`src/rtl/pcb_pkg.sv`:
```
// Package: control-word bit positions and counter role encoding shared
// by the counter bank. Assumes a 64-bit control word, LSB-0 numbering.
package pcb_pkg;
    localparam int CTRL_W       = 64;
    localparam int FRZ_ALL_BIT  = 31;  // freeze every counter
    localparam int FRZ_LO_BIT   = 5;   // freeze selectable counters
    localparam int FRZ_HI_BIT   = 4;   // freeze instruction/cycle counters
    localparam int CE_FIRST_BIT = 15;  // condition enable, counter 1
    localparam int CE_REST_BIT  = 14;  // condition enable, counters 2..N
    localparam int EBE_BIT      = 20;  // escalate alert to exception
    localparam int ALERT_BIT    = 7;   // read-only sticky alert view
    localparam int SEL_BASE     = 32;  // first selector field

    typedef enum logic [1:0] {
        SRC_SELECT = 2'd0,
        SRC_INST   = 2'd1,
        SRC_CYCLE  = 2'd2
    } ctr_src_e;
endpackage

```
`src/rtl/pcb_counter.sv`:
```
// One counter: loads on a write, otherwise adds one for its event while
// not frozen. Assumes the event bit is already selected by the parent.
module pcb_counter #(
    parameter int CTR_W = 32
) (
    input  logic             clk,
    input  logic             rst_n,
    input  logic             load,
    input  logic [CTR_W-1:0] load_val,
    input  logic             frozen,
    input  logic             evt,
    output logic [CTR_W-1:0] cnt,
    output logic             negative
);
    // Count register: reset, write priority, then gated increment.
    always_ff @(posedge clk) begin
        if (!rst_n)
            cnt <= '0;
        else if (load)
            cnt <= load_val;
        else if (!frozen && evt)
            cnt <= cnt + CTR_W'(1);
    end

    // Sign bit marks the negative condition.
    always_comb negative = cnt[CTR_W-1];


    frozen_hold_chk: assert property (@(posedge clk) disable iff (!rst_n)
        (frozen && !load) |=> $stable(cnt));

    load_value_chk: assert property (@(posedge clk) disable iff (!rst_n)
        load |=> (cnt == $past(load_val)));

    step_wrap_chk: assert property (@(posedge clk) disable iff (!rst_n)
        (!frozen && !load && evt) |=> (cnt == $past(cnt) + CTR_W'(1)));
endmodule

```
`src/rtl/pcb_ctrl_reg.sv`:
```
// Control word storage. The alert bit position is never stored here;
// the parent overlays the live alert on reads. Assumes a 64-bit word.
module pcb_ctrl_reg (
    input  logic                       clk,
    input  logic                       rst_n,
    input  logic                       wr,
    input  logic [pcb_pkg::CTRL_W-1:0] wr_data,
    output logic [pcb_pkg::CTRL_W-1:0] ctrl_q
);
    import pcb_pkg::*;

    localparam logic [CTRL_W-1:0] RESET_VAL  = CTRL_W'(1) << FRZ_ALL_BIT;
    localparam logic [CTRL_W-1:0] STORE_MASK = ~(CTRL_W'(1) << ALERT_BIT);

    // Control register: global freeze at reset, masked software writes.
    always_ff @(posedge clk) begin
        if (!rst_n)
            ctrl_q <= RESET_VAL;
        else if (wr)
            ctrl_q <= wr_data & STORE_MASK;
    end


    alert_slot_zero_chk: assert property (@(posedge clk) disable iff (!rst_n)
        wr |=> !ctrl_q[ALERT_BIT]);
endmodule

```
`src/rtl/pcb_alert.sv`:
```
// Sticky alert: set when any enabled counter is negative, cleared by a
// control write. Assumes index 0 is counter 1 with its own enable.
module pcb_alert #(
    parameter int NUM_CTRS = 6
) (
    input  logic                clk,
    input  logic                rst_n,
    input  logic                ctrl_wr,
    input  logic [NUM_CTRS-1:0] neg_vec,
    input  logic                en_first,
    input  logic                en_rest,
    output logic                alert_q
);
    logic [NUM_CTRS-1:0] en_vec;
    logic [NUM_CTRS-1:0] hit;

    // Per-counter condition enable mask.
    always_comb begin
        en_vec    = {NUM_CTRS{en_rest}};
        en_vec[0] = en_first;
        hit       = neg_vec & en_vec;
    end

    // Sticky alert register with write-to-clear.
    always_ff @(posedge clk) begin
        if (!rst_n)
            alert_q <= 1'b0;
        else
            alert_q <= (ctrl_wr ? 1'b0 : alert_q) | (|hit);
    end


    alert_sticky_chk: assert property (@(posedge clk) disable iff (!rst_n)
        (alert_q && !ctrl_wr) |=> alert_q);

    alert_raise_chk: assert property (@(posedge clk) disable iff (!rst_n)
        (|hit) |=> alert_q);
endmodule

```
`src/rtl/perf_counter_bank.sv`:
```
// Top: six event counters, a control word and the negative-condition
// alert. Counters 1..NUM_SEL are selectable, then one instruction
// counter, then one cycle counter. Assumes a single clock domain.
module perf_counter_bank #(
    parameter int         CTR_W    = 32,
    parameter int         NUM_SEL  = 4,
    parameter int         SEL_W    = 8,
    parameter logic [7:0] CYC_CODE = 8'h1E
) (
    input  logic        clk,
    input  logic        rst_n,
    input  logic        wr_en,
    input  logic [2:0]  wr_addr,
    input  logic [63:0] wr_data,
    input  logic [2:0]  rd_addr,
    output logic [63:0] rd_data,
    input  logic        ev_cycle,
    input  logic        ev_inst,
    input  logic        ev_generic,
    output logic        alert,
    output logic        exc_req
);
    import pcb_pkg::*;

    localparam int NUM_CTRS = NUM_SEL + 2;
    localparam int ADDR_W   = 3;

    logic [CTRL_W-1:0]   ctrl_q;
    logic                ctrl_wr;
    logic [CTR_W-1:0]    cnt_arr [NUM_CTRS];
    logic [NUM_CTRS-1:0] neg_vec;

    // Control-word write decode.
    always_comb ctrl_wr = wr_en && (wr_addr == '0);

    pcb_ctrl_reg u_ctrl (
        .clk     (clk),
        .rst_n   (rst_n),
        .wr      (ctrl_wr),
        .wr_data (wr_data),
        .ctrl_q  (ctrl_q)
    );

    for (genvar i = 0; i < NUM_CTRS; i++) begin : g_ctr
        localparam ctr_src_e SRC = (i < NUM_SEL) ? SRC_SELECT :
                                   (i == NUM_SEL) ? SRC_INST : SRC_CYCLE;
        logic evt;
        logic frozen;
        logic load;

        // Event source, freeze group and write hit for this counter.
        if (SRC == SRC_SELECT) begin : g_sel
            always_comb begin
                evt    = (ctrl_q[SEL_BASE + SEL_W*i +: SEL_W] == SEL_W'(CYC_CODE))
                         ? ev_cycle : ev_generic;
                frozen = ctrl_q[FRZ_ALL_BIT] | ctrl_q[FRZ_LO_BIT];
            end
        end else if (SRC == SRC_INST) begin : g_inst
            always_comb begin
                evt    = ev_inst;
                frozen = ctrl_q[FRZ_ALL_BIT] | ctrl_q[FRZ_HI_BIT];
            end
        end else begin : g_cyc
            always_comb begin
                evt    = ev_cycle;
                frozen = ctrl_q[FRZ_ALL_BIT] | ctrl_q[FRZ_HI_BIT];
            end
        end

        // Counter write decode.
        always_comb load = wr_en && (wr_addr == ADDR_W'(i + 1));

        pcb_counter #(.CTR_W(CTR_W)) u_cnt (
            .clk      (clk),
            .rst_n    (rst_n),
            .load     (load),
            .load_val (wr_data[CTR_W-1:0]),
            .frozen   (frozen),
            .evt      (evt),
            .cnt      (cnt_arr[i]),
            .negative (neg_vec[i])
        );
    end

    pcb_alert #(.NUM_CTRS(NUM_CTRS)) u_alert (
        .clk      (clk),
        .rst_n    (rst_n),
        .ctrl_wr  (ctrl_wr),
        .neg_vec  (neg_vec),
        .en_first (ctrl_q[CE_FIRST_BIT]),
        .en_rest  (ctrl_q[CE_REST_BIT]),
        .alert_q  (alert)
    );

    // Escalation gate for the exception request.
    always_comb exc_req = alert & ctrl_q[EBE_BIT];

    // Read mux: control word with live alert, or zero-extended counter.
    always_comb begin
        rd_data = '0;
        if (rd_addr == '0) begin
            rd_data            = ctrl_q;
            rd_data[ALERT_BIT] = alert;
        end
        for (int i = 0; i < NUM_CTRS; i++)
            if (rd_addr == ADDR_W'(i + 1))
                rd_data = 64'(cnt_arr[i]);
    end


    reset_state_chk: assert property (@(posedge clk)
        !rst_n |=> (ctrl_q[FRZ_ALL_BIT] && !alert && (cnt_arr[NUM_CTRS-1] == '0)
                    && (cnt_arr[0] == '0)));

    exc_needs_alert_chk: assert property (@(posedge clk) disable iff (!rst_n)
        exc_req |-> alert);
endmodule

```
`config.mk`:
```
export PLATFORM = sky130hd
export DESIGN_NAME = perf_counter_bank
export DESIGN_NICKNAME = d
export VERILOG_FILES = /design/src/rtl/pcb_pkg.sv /design/src/rtl/pcb_counter.sv /design/src/rtl/pcb_ctrl_reg.sv /design/src/rtl/pcb_alert.sv /design/src/rtl/perf_counter_bank.sv
export SDC_FILE = /design/constraint.sdc
export NUM_CORES = 1
export LEC_CHECK = 0
export CAP_MARGIN = 10
export CELL_PAD_IN_SITES_DETAIL_PLACEMENT = 1
export CELL_PAD_IN_SITES_GLOBAL_PLACEMENT = 2
export CORE_MARGIN = 4
export CORE_UTILIZATION = 31
export DETAILED_ROUTE_END_ITERATION = 8
export PLACE_DENSITY = 0.8
export SETUP_SLACK_MARGIN = 0.2
export SLEW_MARGIN = 20
export SYNTH_ARGS = -nofsm -noshare
export SYNTH_HDL_FRONTEND = slang
export SYNTH_SLANG_ARGS = --single-unit
```
`constraint.sdc`:
```
create_clock -name clk -period 2.9 [get_ports clk]
set_clock_uncertainty 0.2 [all_clocks]
set_input_delay 0.58 -clock clk [delete_from_list [all_inputs] [get_ports clk]]
set_output_delay 0.58 -clock clk [all_outputs]
set_load 0.03 [all_outputs]
```
* Word level (Yosys, flattened, before mapping)
Cells that the tools add are included. W data, S select, Z words.
Cells by class: $add $sub $neg 6, equality and inequality tests 16, muxes and demuxes 24, bitwise operators 5, reductions and logical operators 24
Operators by type and width (count):
- $mux W64 | 7
- $mux W32 | 12
- $add A32 B1 Y32 const B | 6
- $eq A8 B5 Y1 const B | 4
- $eq A3 B3 Y1 const B | 6
- $logic_and A1 B1 Y1 | 13
- $eq A3 B2 Y1 const B | 4
- $reduce_bool A2 Y1 | 6
- $and A6 B6 Y6 | 1
- $eq A3 B1 Y1 const B | 2
- $logic_not A3 Y1 | 2
- $reduce_or A6 Y1 | 1
- $mux W1 | 5
- $or A1 B1 Y1 | 3
- $logic_not A1 Y1 | 2
- $and A1 B1 Y1 | 1
Word-level totals: flip-flop bits (word level) 256, input bits 76, output and inout port bits 66, word-level logic and storage cells 83

* Longest topological paths before layout
Gate-level depths: netlist of the first run.
depth in word-level cells 8, depth in mapped cells 9, depth with buffers taken out 6

* Modules after synthesis
From an unflattened synthesis of the first run, not the netlist that was laid out.
Second synthesis, totals: cells, all modules 1939, area total of the unflattened synthesis 16350.7 um2
By module, submodules not included:
- pcb_counter (g_ctr[0].u_cnt ...) | times used 5, cells each 232, area an instance 1889.3 um2, sequential area each 640.6 um2
- pcb_ctrl_reg | times used 1, cells each 204, area an instance 2448.6 um2, sequential area each 1261.2 um2
- perf_counter_bank | times used 1, cells each 323, area an instance 2406.1 um2, sequential area each 0.0 um2
- pcb_counter (g_ctr[2].u_cnt) | times used 1, cells each 246, area an instance 1998.2 um2, sequential area each 640.6 um2
- pcb_alert | times used 1, cells each 6, area an instance 51.3 um2, sequential area each 20.0 um2

* Worst setup path after synthesis of the first run
OpenSTA, ideal clock, no wires.
path kind input port to output port, from input port rd_addr[1], to output port rd_data[15], arrival 2.452 ns, data required time 2.120 ns, path slack -0.332 ns, cell stages on the path 9, buffers on the path 5, cell sequence clkbuf_1 nor2b_1 clkbuf_1 and2_0 clkbuf_1 clkbuf_1 buf_1 nand2_1 nand2_1
On the way: longest elaborated chain between the ends 8, elaborated cells between the ends (all ways) 14, classes of those cells eq/ne: 6; mux: 7; reduce/logical: 1
Ends and longest elaborated chain:
- start, declared | RTL line perf_counter_bank.sv:15 | input logic [2:0] rd_addr,
- $logic_not A3 Y1 | RTL line perf_counter_bank.sv:101 | if (rd_addr == '0) begin
- $mux W64 | RTL line perf_counter_bank.sv:101
- $mux W64 (5 in a row) | RTL line perf_counter_bank.sv:106 | if (rd_addr == ADDR_W'(i + 1))
- $mux W64 (*) | RTL line perf_counter_bank.sv:106
- end, declared | RTL line perf_counter_bank.sv:16 | output logic [63:0] rd_data,
Every way passes the cells marked *; elsewhere a longest branch is shown, timed or not.

* Worst setup path in the final report of the first run
from input port rd_addr[0], to output port rd_data[5]
Same word-level chain as after synthesis.

==> metrics.md, run 1 <==
| Metric | Value |
|---|---|
| Worst Hold End | `u_ctrl.ctrl_q[21]$_SDFFE_PN0P_` |
| Largest net degree at the start of global routing | `119` |
| Multi-input gate area | `9900 sq um` |
| Worst hold path type | `in2reg` |
| Peak Freq | `348 MHz` |
| Crit path cell chain | `buf_12, buf_12, buf_8, buf_6, mux4_2, mux2_4, buf_12` |
| Via count | `16700` |
| Fin Setup TNS | `0 ns` |
| Power per cell area | `441 nW/um^2` |
| I/O pin count | `142` |
| R2R depth | `6` |
| Tcrit/Tclk final | `0.991` |
| Layout Cells excl Fill | `2824` |
| RSZ-0062 raised after global routing | `yes` |
| FF-to-FF End | `g_ctr[0].u_cnt.cnt[15]$_SDFFE_PN0P_` |
| Crit path required time | `2.12 ns` |
| Worst skew pair latency | `0.59 ns` |
| Initial Util | `0.315` |
| DIE AREA | `52500 sq um` |
| Root buf cell | `clkbuf_16` |
| Final setup margin | `0.0259 ns` |
| Setup violators final | `0` |
| GRT overflow | `0` |
| Final hold violations | `0` |
| Layout cells sized above 1 | `0.233` |
| Final Power | `8.95 mW` |
| Post-placement setup slack | `-0.385 ns` |
| CP max FO | `7` |
| Hold-fix buffers, CTS | `0` |
| CTS tree | `yes` |
| HP Start | `rst_n` |
| Final Util | `0.423` |
| Via density per instance | `5.91` |
| CP Capture Type | `output port` |
| Syn_area_per_cell | `7.70 sq um` |
| Dpl cells | `2736` |
| Global-route wire length before repair | `107000 um` |
| Core footprint | `48000 sq um` |
| Final nets | `2265` |
| Mapped Nets | `2050` |
| R2r setup slk | `0.29 ns` |
| Area leader, netlist | `dfxtp_1` |
| Yosys cell types | `68` |
| Synth top cells by count | `nand2_1 (300), dfxtp_1 (256), a21oi_1 (227)` |
| Outcome | `complete, no violations` |
| Clk buf depth | `3` |
| Crit path DAT | `2.09 ns` |
| WL per Instance | `26.0 um` |
| CP startpoint kind | `input port` |
| Crit path kind | `in2out` |
| GPL Wtd Cong | `0.924` |
| Largest stage delay on the critical path | `0.55 ns` |
| Number of global-route vias before repair | `16600` |
| Most used cell along the critical path | `buf_12` |
| Hpwl dp | `54200 um` |
| Cell depth of the worst min-delay path | `3` |
| Share of the synthesized area in the top cell type | `0.338` |
| CTS H-tree lvls | `1` |
| Synth Instances | `1968` |
| Number of port buffers | `141` |
| Reg area | `5210 sq um` |
| EDFF count, synth | `0` |
| Drt first pass iters | `5` |
| # clock sinks | `256` |
| R2R Path Start | `u_ctrl.ctrl_q[37]$_SDFFE_PN0P_` |
| Total CTS buffers | `31` |
| Most common cell in the netlist | `nand2_1` |
| Pleak | `6.87 nW` |
| Die X | `229 um` |
| Post-synthesis register bit count | `256` |
| Main synth FF type | `dfxtp_1` |
| Std-Cell Rows | `80` |
| Die Ht | `229 um` |
| CP bufs+invs | `5` |
| Sequential fraction of the synthesis area | `0.338` |
| Max Cap Viol | `0` |
| Fraction of registers with async set/reset | `0` |
| Min cycle time layout | `2.87 ns` |
| Final ANT Viol Nets | `0` |
| Max-slew headroom | `0.510` |
| GRT Total Usage | `0.264` |
| Routed wire length | `73300 um` |
| Mapped Area | `15200 sq um` |
| Residual DRC | `0` |
| Clock transition at path regs | `0.06 ns` |
| Worst-margin pin slew | `0.733 ns` |
| Initial antenna violation count | `5` |
| IR drop worst, VDD | `0.426 mV` |
| Worst path slowest cell | `mux4_2` |
| Crit path max-delay family | `multiplexers` |
| Top post-synthesis cells by area | `dfxtp_1 (34%), a21oi_1 (7.5%), nand2_1 (7.4%)` |
| Yosys warns | `0` |
| Critical Path Stages | `7` |
| Area Growth Syn to Fin | `34.0%` |
| 1st-iter DRT viols | `1628` |
| Fill cell count | `5703` |
| Fin. max-slew vios | `0` |
## how the worst max path moves through the flow
stage               startpoint                                   to  slack, ns
floorplan           rd_addr[1]                          rd_data[26]       0.17
global placement      ev_cycle  g_ctr[0].u_cnt.cnt[21]$_SDFFE_PN0P_      -0.37
detailed placement    ev_cycle  g_ctr[0].u_cnt.cnt[21]$_SDFFE_PN0P_      -0.38
CTS                 rd_addr[0]                           rd_data[5]       0.05
global route        rd_addr[0]                           rd_data[0]      -0.02
finish              rd_addr[0]                           rd_data[5]       0.03
## sequential cells by signal, indices dropped and copies added (netlist names)
signal	flops
g_ctr.u_cnt.cnt	192
u_alert.alert_q	1
u_ctrl.ctrl_q	63
## through the flow
stage / hold WS [ns] / area [sq um]
finish: 0.249 / 20300
global route: 0.251 / 20300
detailed placement: 0.249 / 18100
global placement: 0.243 / 18100
floorplan: 0.233 / 15200
CTS: 0.237 / 19900
## timing repair
item / CTS / global route
cloned: 4 / 1
setup endpoints to repair: 67 / 65
buffers inserted: 19 / 5
resized for setup: 156 / 112
pin swaps: 22 / 25
## area by class of cell
type,count,share of cell area
multi-input cells,1543,0.488
flip-flops and latches,256,0.257
repair buffers,327,0.163
clock buffers,48,0.0458
well taps,615,0.0379
inverters,24,0.00450
clock inverters,8,0.00444
diodes,3,0.000370
## where the power goes
part           internal, mW  total, mW  switching (mW)
sequential             3.63       3.81           0.180
combinational         0.493       1.16           0.667
clock                  2.35       3.98            1.63
## placed cells by master, fill, tap and decap left out, types with 25 or more instances in the layout
cell type / n
nand2_1: 280
a21oi_1: 220
dfxtp_1: 213
o21ai_0: 195
buf_4: 159
xnor2_1: 100
clkdlybuf4s50_1: 73
nand3_1: 68
nor2_1: 66
a211oi_1: 62
buf_6: 61
xor2_1: 51
nand4_1: 48
and2_4: 34
clkbuf_16: 32
and4_1: 30
dfxtp_2: 30
nor3_1: 26
buf_12: 26
mux2i_1: 25
## cell families after synthesis
| family | share of synthesized area |
|---|---|
| buf+inv | 0.0441 |
| xor+xnor | 0.0873 |
| fa+ha+maj | 0.00495 |
| simple gates | 0.232 |
| compound gates | 0.240 |
| flops | 0.338 |
| mux | 0.0537 |
## worst min-delay path: stages
cell,delay [ns]
buf_4,0.13
clkinv_2,0.21
a21oi_1,0.06
## metal layers
metal | global-route usage | share of wire
met4 | 0.0825 | 0.037
met5 | 0 | 0
met1 | 0.355 | 0.43
met3 | 0.0381 | 0.069
met2 | 0.439 | 0.47
Power figures use the tool's default switching activity.
==> run 2, diff against run 1 <==
Settings changed: CELL_PAD_IN_SITES_DETAIL_PLACEMENT 1 to 2, SETUP_SLACK_MARGIN 0.2 to 0.5.
==> metrics.md, run 2 (synthesized netlist as in run 1, its figures left out) <==
| Metric | Value |
|---|---|
| Area Growth Syn to Fin | `51.6% (was 34.0%)` |
| CTS H-tree lvls | `2 (was 1)` |
| GPL Wtd Cong | `0.950 (was 0.924)` |
| Worst-margin pin slew | `0.960 ns (was 0.733 ns)` |
| DIE AREA | `52500 sq um (unchanged)` |
| Setup violators final | `11 (was 0)` |
| CP startpoint kind | `flop (was input port)` |
| Max Cap Viol | `0 (unchanged)` |
| Layout cells sized above 1 | `0.354 (was 0.233)` |
| Post-route cell area | `23000 sq um (was 20300 sq um)` |
| Via count | `20400 (was 16700)` |
| Worst hold path type | `in2reg (unchanged)` |
| Hold WS | `0.235 ns (was 0.249 ns)` |
| Global-route wire length before repair | `143000 um (was 107000 um)` |
| Largest net degree at the start of global routing | `99 (was 119)` |
| Fin. max-slew vios | `0 (unchanged)` |
| Cell depth of the worst min-delay path | `3 (unchanged)` |
| Hpwl dp | `59400 um (was 54200 um)` |
| R2R depth | `5 (was 6)` |
| Power per cell area | `426 nW/um^2 (was 441 nW/um^2)` |
| R2R Path Start | `g_ctr[0].u_cnt.cnt[18]$_SDFFE_PN0P_ (was u_ctrl.ctrl_q[37]$_SDFFE_PN0P_)` |
| RSZ-0062 raised after global routing | `yes (unchanged)` |
| Biggest regs | `g_ctr.u_cnt.cnt (192), u_ctrl.ctrl_q (63), u_alert.alert_q (1) (unchanged)` |
| CP Capture Type | `output port (unchanged)` |
| Placed inst area | `18600 sq um (was 18100 sq um)` |
| Max-slew headroom | `0.358 (was 0.510)` |
| Routed wire length | `116000 um (was 73300 um)` |
| CP max FO | `5 (was 7)` |
| Residual DRC | `0 (unchanged)` |
| Std-Cell Rows | `80 (unchanged)` |
| Worst Hold End | `g_ctr[2].u_cnt.cnt[18]$_SDFFE_PN0P_ (was u_ctrl.ctrl_q[21]$_SDFFE_PN0P_)` |
| Final setup margin | `-0.147 ns (was 0.0259 ns)` |
| Pleak | `7.78 nW (was 6.87 nW)` |
| Outcome | `complete, but fails checks (was complete, no violations)` |
| Tcrit/Tclk final | `1.05 (was 0.991)` |
| Most common cell after layout, fill and taps aside | `nand2_1 (unchanged)` |
| Final hold violations | `0 (unchanged)` |
| Crit path DAT | `2.27 ns (was 2.09 ns)` |
| Final Util | `0.478 (was 0.423)` |
| Largest register FFs | `192 (unchanged)` |
| R2r setup slk | `0.17 ns (was 0.29 ns)` |
| FF-to-FF End | `g_ctr[0].u_cnt.cnt[27]$_SDFFE_PN0P_ (was g_ctr[0].u_cnt.cnt[15]$_SDFFE_PN0P_)` |
| Clk buf depth | `3 (unchanged)` |
| Commonest cells after routing, fill and taps aside | `nand2_1 (266), buf_4 (212), a21oi_1 (206) (was nand2_1 (280), a21oi_1 (220), dfxtp_1 (213))` |
| Final nets | `2379 (was 2265)` |
| Failing checks | `setup timing` |
| Fin Setup TNS | `-0.620 ns (was 0 ns)` |
| HP Start | `rst_n (unchanged)` |
| CTS tree | `yes (unchanged)` |
| Crit path kind | `reg2out (was in2out)` |
| Worst skew pair latency | `0.58 ns (was 0.59 ns)` |
| Core footprint | `48000 sq um (unchanged)` |
| Peak Freq | `328 MHz (was 348 MHz)` |
| Number of global-route vias before repair | `20700 (was 16600)` |
| Reg with most FFs | `g_ctr.u_cnt.cnt (unchanged)` |
| Total CTS buffers | `34 (was 31)` |
| # clock sinks | `256 (unchanged)` |
| Crit path required time | `2.12 ns (about the same)` |
| GRT overflow | `0 (unchanged)` |
| Via density per instance | `6.93 (was 5.91)` |
| Final Power | `9.78 mW (was 8.95 mW)` |
| 1st-iter DRT viols | `2617 (was 1628)` |
| Die Ht | `229 um (unchanged)` |
| Initial antenna violation count | `16 (was 5)` |
| Initial Util | `0.315 (unchanged)` |
| Fill cell count | `4991 (was 5703)` |
| Hold-fix buffers, CTS | `0 (unchanged)` |
| Die X | `229 um (unchanged)` |
| WL per Instance | `39.3 um (was 26.0 um)` |
| IR drop worst, VDD | `0.512 mV (was 0.426 mV)` |
| Clock transition at path regs | `0.07 ns (was 0.06 ns)` |
| GRT Total Usage | `0.359 (was 0.264)` |
| I/O pin count | `142 (unchanged)` |
| Min cycle time layout | `3.05 ns (was 2.87 ns)` |
| Drt first pass iters | `6 (was 5)` |
| Root buf cell | `clkbuf_16 (unchanged)` |
| Number of port buffers | `141 (unchanged)` |
| Final ANT Viol Nets | `0 (unchanged)` |
run 2: critical path, stage by stage, from the launching register on:
cell and delay [ns]:
dfxtp_1 0.58, o21ai_0 0.21, a21oi_1 0.40, o22ai_4 0.19, nand2_2 0.16, buf_6 0.15
run 2: report_power, final:
part | switching [mW] | total [mW] | internal [mW]
Combinational | 0.950 | 1.54 | 0.591
Clock | 1.95 | 4.41 | 2.46
Sequential | 0.212 | 3.83 | 3.62
run 2: area by class of cell:
class / instances / area [sq um] / area share
Clock buffer: 50 / 1030 / 0.0450
Multi-Input combinational cell: 1544 / 11200 / 0.489
Inverter: 24 / 91.3 / 0.00397
Tap cell: 615 / 769 / 0.0335
Antenna cell: 12 / 30.0 / 0.00131
Sequential cell: 256 / 5270 / 0.229
Clock inverter: 5 / 25.0 / 0.00109
Timing Repair Buffer: 437 / 4530 / 0.197
run 2: metal layers:
layer	global-route usage	up-vias	part of all wire
met5	0	-	0.00074
li1	-	7841	-
met3	0.0886	817	0.10
met2	0.598	1679	0.45
met4	0.262	12	0.11
met1	0.399	10000	0.34
run 2: through the flow:
step | cells | setup slack, ns
floorplan | 1968 | 0.335
global placement | 2764 | -0.355
detailed placement | 2764 | -0.326
CTS | 2865 | 0.000516
global route | 2933 | -0.125
finish | 2943 | -0.147
run 2: how the worst max path moves through the flow:
stage,start,end,slack [ns]
finish,g_ctr[3].u_cnt.cnt[1]$_SDFFE_PN0P_,rd_data[1],-0.15
global route,g_ctr[1].u_cnt.cnt[1]$_SDFFE_PN0P_,rd_data[1],-0.13
CTS,g_ctr[1].u_cnt.cnt[2]$_SDFFE_PN0P_,rd_data[2],0.0005
detailed placement,rd_addr[0],rd_data[10],-0.33
global placement,rd_addr[0],rd_data[10],-0.35
floorplan,rd_addr[1],rd_data[26],0.33
run 2: what timing repair did:
item / 4_1_cts / 5_1_grt
gates cloned: 9 / 3
setup endpoints to repair: 176 / 200
setup buffers: 37 / 63
resized for setup: 304 / 275
hold endpoints to repair: 0 / 0
pin swaps: 49 / 106
